===== src/rtl/pexp_chain.sv =====
module pexp_chain #(
  parameter int NCELL   = 16,
  parameter int GROUP   = 8,
  parameter int TERMS   = 5,
  parameter int MAXSETS = 3,
  parameter int NIN     = 8,
  parameter bit REG_OUT = 1'b1,
  localparam int SW     = $clog2(MAXSETS + 1),
  localparam int NTERM  = NCELL * TERMS
) (
  input  logic                 clk,
  input  logic                 rst_n,
  input  logic [NIN-1:0]       lit_in,
  input  logic [NTERM*NIN-1:0] term_pos,
  input  logic [NTERM*NIN-1:0] term_neg,
  input  logic [NTERM-1:0]     term_use,
  input  logic [NCELL*SW-1:0]  borrow_sets,
  output logic [NCELL-1:0]     cell_sum,
  output logic                 cfg_err
);

  logic [NTERM-1:0] pt;
  logic [NCELL-1:0] own, brw, lent, crowd, over, nxt_sum;
  logic [NCELL-1:0][MAXSETS:1] claim;
  logic nxt_err;

  for (genvar t = 0; t < NTERM; t++) begin : g_term
    assign pt[t] = term_use[t] &
                   (&((~term_pos[t*NIN +: NIN] | lit_in) &
                      (~term_neg[t*NIN +: NIN] | ~lit_in)));
  end

  for (genvar c = 0; c < NCELL; c++) begin : g_cell
    localparam int K = c % GROUP;
    wire [SW-1:0] req = borrow_sets[c*SW +: SW];
    assign own[c] = |pt[c*TERMS +: TERMS];
    if (K < MAXSETS) begin : g_chk
      assign over[c] = req > SW'(K);
    end else begin : g_nochk
      assign over[c] = 1'b0;
    end
    for (genvar d = 1; d <= MAXSETS; d++) begin : g_set
      if (d <= K) begin : g_in
        assign claim[c][d] = req >= SW'(d);
      end else begin : g_out
        assign claim[c][d] = 1'b0;
      end
    end
  end

  always_comb begin
    for (int c = 0; c < NCELL; c++) begin
      brw[c] = 1'b0;
      for (int d = 1; d <= MAXSETS; d++)
        if ((c % GROUP) >= d) brw[c] = brw[c] | (claim[c][d] & own[c-d]);
    end
  end

  always_comb begin
    for (int j = 0; j < NCELL; j++) begin
      int n;
      n = 0;
      for (int d = 1; d <= MAXSETS; d++)
        if ((j % GROUP) + d < GROUP) n = n + int'(claim[j+d][d]);
      lent[j]  = n != 0;
      crowd[j] = n > 1;
    end
  end

  assign nxt_sum = ~lent & (own | brw);
  assign nxt_err = (|over) | (|crowd);

  if (REG_OUT) begin : g_reg
    always_ff @(posedge clk or negedge rst_n) begin
      if (!rst_n) begin
        cell_sum <= '0;
        cfg_err  <= 1'b0;
      end else begin
        cell_sum <= nxt_sum;
        cfg_err  <= nxt_err;
      end
    end
  end else begin : g_comb
    assign cell_sum = nxt_sum;
    assign cfg_err  = nxt_err;
  end

endmodule


===== config.mk =====
export PLATFORM = sky130hd
export DESIGN_NAME = pexp_chain
export DESIGN_NICKNAME = d
export VERILOG_FILES = /design/src/rtl/pexp_chain.sv
export SDC_FILE = /design/constraint.sdc
export NUM_CORES = 1
export LEC_CHECK = 0
export BUFFER_PORTS_ARGS = -buffer_cell sky130_fd_sc_hd__buf_2
export CELL_PAD_IN_SITES_DETAIL_PLACEMENT = 0
export CELL_PAD_IN_SITES_GLOBAL_PLACEMENT = 2
export CORE_AREA = 2 2 552 554
export CTS_CLUSTER_SIZE = 28
export DETAILED_ROUTE_END_ITERATION = 16
export DIE_AREA = 0 0 554 556
export PLACE_DENSITY_LB_ADDON = 0.2
export SYNTH_ARGS = -nofsm -noshare
export SYNTH_HDL_FRONTEND = slang
export SYNTH_SLANG_ARGS = --single-unit

===== constraint.sdc =====
create_clock -name clk -period 0.8 [get_ports clk]
set_input_delay 0.16 -clock clk [delete_from_list [all_inputs] [get_ports clk]]
set_output_delay 0.16 -clock clk [all_outputs]
set_load 0.01 [all_outputs]

**Word level (Yosys, flattened, before mapping)**

Index checks and enable logic that the tools add are counted.

- Register bits after elaboration: 17
- Output and inout port bits: 17
- Logic and storage cells: 733

- Add/subtract/negate cells: 22
- $lt $le $gt $ge: 56
- Bitwise logic cells: 543
- Reduce and logical (&&, ||, !) cells: 110

Operator list:

| kind | count |
|---|---|
| inverter 8 bit | 161 |
| bitwise OR 8 bit | 160 |
| bitwise AND 8 bit | 80 |
| AND reduction 8 bit | 80 |
| nonzero test 32 bit | 12 |
| bitwise AND 1 bit | 116 |
| OR reduction 5 bit | 16 |
| >= comparator 2 bit, second input constant | 22 |
| > comparator 32 x 2 -> 1 bit, second input constant | 1 |
| adder 2 x 1 -> 3 bit | 10 |
| > comparator 3 x 1 -> 1 bit, second input constant | 10 |
| >= comparator 2 x 1 -> 1 bit, second input constant | 14 |
| adder 1 x 1 -> 2 bit | 12 |
| bitwise OR 1 bit | 23 |
| bitwise AND 16 bit | 1 |
| inverter 15 -> 16 bit | 1 |
| bitwise OR 16 bit | 1 |
| OR reduction 14 bit | 1 |
| > comparator 2 x 1 -> 1 bit, second input constant | 5 |
| OR reduction 6 bit | 1 |
| > comparator 2 bit, second input constant | 2 |
| > comparator 1 bit, second input constant | 2 |

**Longest topological paths before layout**

- Depth after elaboration: 11
- Depth in mapped cells: 11
- Mapped depth without buffers: 7

**Worst setup path after synthesis**

No wires, ideal clock.

- Kind: in2reg
- From: input port lit_in[6]
- To: register cell_sum[13]
- Library setup time: 0.111 ns
- Arrival time: 1.502 ns
- Required time: 0.689 ns
- Setup slack: -0.813 ns
- Stages on the path: 10
- Buffers on the path: 3
- Cell sequence: buf_6 > buf_6 > buf_6 > mux2i_1 > nand4_1 > nor2_1 > nand2_1 > nand3_1 > a21oi_1 > a2111oi_2

- Cells in the longest elaborated chain, start to end: 11
- Elaborated cells on any way between the ends: 112
- Classes of those cells: 88 x bitwise; 24 x reduce/logical

RTL lines:

| element | RTL line | RTL |
|---|---|---|
| from (decl) | 13 | `input logic [NIN-1:0] lit_in,` |
| inverter 8 bit | 30 | `(~term_neg[t*NIN +: NIN] \| ~lit_in)));` |
| bitwise OR 8 bit | 30 |  |
| bitwise AND 8 bit | 29 | `(&((~term_pos[t*NIN +: NIN] \| lit_in) &` |
| AND reduction 8 bit | 29 |  |
| bitwise AND 1 bit | 28 | `assign pt[t] = term_use[t] &` |
| OR reduction 5 bit | 36 | `assign own[c] = \|pt[c*TERMS +: TERMS];` |
| bitwise AND 1 bit | 55 | `if ((c % GROUP) >= d) brw[c] = brw[c] \| (claim[c][d] & own[c-d]);` |
| bitwise OR 1 bit (2 in series) | 55 |  |
| bitwise OR 16 bit (*) | 70 | `assign nxt_sum = ~lent & (own \| brw);` |
| bitwise AND 16 bit (*) | 70 |  |
| via nxt_sum[13] | 23 | `logic [NCELL-1:0] own, brw, lent, crowd, over, nxt_sum;` |
| to (signal assigned) | 79 | `cell_sum <= nxt_sum;` |
| to (decl) | 18 | `output logic [NCELL-1:0] cell_sum,` |

Mark *: on every way through the listed nets, which the timed path passes. The rest lies on a longest branch.

**Worst setup path in the final report**

- From: input port lit_in[3]
- To: register cell_sum[3]

The elaborated chain is that of the path after synthesis.

==> run metrics <==
switch share=between 40% and 50%; vias in the first global route=about 19000; Final Max Slew Viols=0; Hold Violations, Final=0; H-Tree Depth=1; GRT overflow=0; Worst-path clk slew=around 0.060 ns; Worst EP required=just under 1 ns; largest area contributor in the netlist=mux2i_1; I/O Pins=roughly 1400; CTS Root Cell=clkbuf_16; WS Path Type=in -> reg; row count=about 200; Post-route DRC=0; CP Max Fanout=8; Clock Sinks=17; initial antenna violation count=between 300 and 400; asr flop ratio synth=100.0%; pin count of the biggest net entering global routing=18; Synth cell types=40; Logic pwr share=86.0%; initial core utilization=under 10%; Hold Path Class=in -> reg; routability cong.=between 0.9 and 1; sequential share of the synthesized area=4.171%; register area=~430 um^2; I/O Buffers=about 1400; DRT antenna net count=0; maxcap violations=0; Sw Pwr=~6.4 mW; footprint of the multi-input gates=~0.0099 mm^2; RSZ-0062 raised after global routing=true; area growth from synthesis to layout=165.5%; violated checks=setup timing; top-count cell post-synth=mux2i_1; largest cells by area after synthesis=mux2i_1 (63%), nand4_1 (9.3%), buf_6 (5.5%), dfrtp_1 (4.2%), nor2_1 (2.6%); core area=around 0.30 mm^2; DP HPWL=roughly 200 mm; Top FF cell, synth=dfrtp_1; cell count after synthesis=roughly 1200; crit path from=lit_in[3]; period utilization=268.0%; Mapped Nets=approximately 2600; Syn. warnings=0; status=complete, but fails checks; Synth top cells by count=mux2i_1 (640), nand4_1 (151), nor2_1 (72); internal power=7.696 mW; #FFs+latches synth=17; hold path startpoint=borrow_sets[16]; vias per inst=2.691; layout cells sized above 1=a little under 70%; final hold slack=about 0.12 ns; clock tree buffer depth=2; first-pass GRT wire length=around 260 mm; post-synthesis area per instance=slightly below 9 um^2; Seq pwr share=6.2%; DR WL/cell=roughly 32 um; post-synth top area share=62.81%; nets=around 4300; Post-Syn Area=just over 0.01 mm^2; Finished Core Util=approximately 9%; gr usage total=13.56%; Final min period=about 2.1 ns; Hold Path Cell Cnt=3; worst endpoint data arrival time=approximately 2.3 ns; number of enable flip-flop cells after synthesis=0; Slew HR=between 70% and 80%; final setup violation count=34; Worst Tran Pin Value=~0.42 ns; chip width=about 550 um; TritonCTS clock tree=done; iteration count of the initial detailed-routing pass=5; number of DRC markers in iteration 0=about 800; final wirelength=around 220 mm; Max Freq=about 0.47 GHz; Die H=about 560 um; Setup WS post-layout=-1.344 ns; die area=slightly above 0.3 mm^2; Vias=approximately 19000; CP startpoint kind=input pin; Clock power frac=7.8%; Pleak=about 13 nW; fill cell total of the finished layout=between 30000 and 40000; maximum VDD drop=just over 0.6 mV; Pwr per Cell Area=519.2 mW/mm^2; TritonCTS buffer count=3; critical path endpoint category=flip-flop
-- power groups by stage --
stage | Sequential, mW | Combinational, mW | Clock, mW
after global routing | 0.876 | 12.9 | 1.17
after global placement | 0.891 | 11.2 | 0
after detailed placement | 0.890 | 11.2 | 0
after CTS | 0.877 | 12.3 | 1.13
after floorplan | 0.893 | 3.66 | 0
final | 0.876 | 12.1 | 1.10
-- final timing paths --
check	to	slack (ns)
max	cell_sum[3]$_DFF_PN0_	-1.34
min in group asynchronous	cell_sum[7]$_DFF_PN0_	0.41
max in group asynchronous	cell_sum[13]$_DFF_PN0_	0.24
min	cfg_err$_DFF_PN0_	0.12
-- cell families after synthesis --
logic type | synth area share, %
compound gates | 4.981
fa+ha+maj | 1.963
buf+inv | 8.870
flops | 4.171
mux | 62.81
simple gates | 17.20
-- through the flow --
step                power [mW]  instance area (um^2)  std cells  setup TNS [ns]  worst slack, ns
CTS                      14.31                 26470       6817          -23.91           -1.402
global placement         12.13                 24360       6740          -36.39           -2.602
floorplan                4.549                 10470       1150          -11.34          -0.7746
finish                   14.06                 27070       6913          -22.86           -1.344
detailed placement       12.04                 24360       6740          -36.08           -2.549
global route             14.97                 26940       6860          -24.42           -1.413
-- layer usage --
layer  wire length [um]  global-route usage (%)  vias to the layer above
li1                   -                       -                     8029
met1              79190                   14.32                     8464
met2             111000                   25.28                     1337
met3              23290                   6.184                      538
met4               4532                   1.094                      234
met5               1529                       0                        -
-- cell type report --
cell class | count | area share, %
Inverter | 10 | 0.1386
Multi-Input combinational cell | 1042 | 36.73
Timing Repair Buffer | 1775 | 42.08
Antenna cell | 87 | 0.8041
Tap cell | 3978 | 18.38
Sequential cell | 17 | 1.571
Clock buffer | 4 | 0.2912
-- worst max-delay path, cell delays in order --
cell and delay (ns):
clkbuf_16 0.12, buf_16 0.20, buf_12 0.17, buf_8 0.11
mux2i_2 0.23, nand4_1 0.21, nor2_4 0.32, nand2_2 0.11
nand3_2 0.11, buf_12 0.15, o21ai_4 0.07, a311oi_2 0.25
-- registers in the layout (all words and copies together) (netlist names) --
name,flops
cfg_err,1
cell_sum,16
-- timing repair --
item	4_1_cts	5_1_grt
endpoints found under the setup margin	34	34
buffers inserted	80	15
resized for setup	270	66
hold buffers	1	0
gates cloned	3	2
pin swaps	93	76
hold endpoints to repair	17	0
-- cell usage in the layout (no fill, tap or decap), types with 22 or more instances in the layout --
cell,n
buf_6,56
buf_4,234
nand4_1,151
mux2i_2,22
mux2i_1,601
diode_2,87
nor2_1,42
buf_12,61
nand2_1,27
buf_2,1388
No activity file was read; power rests on OpenSTA's default activity.
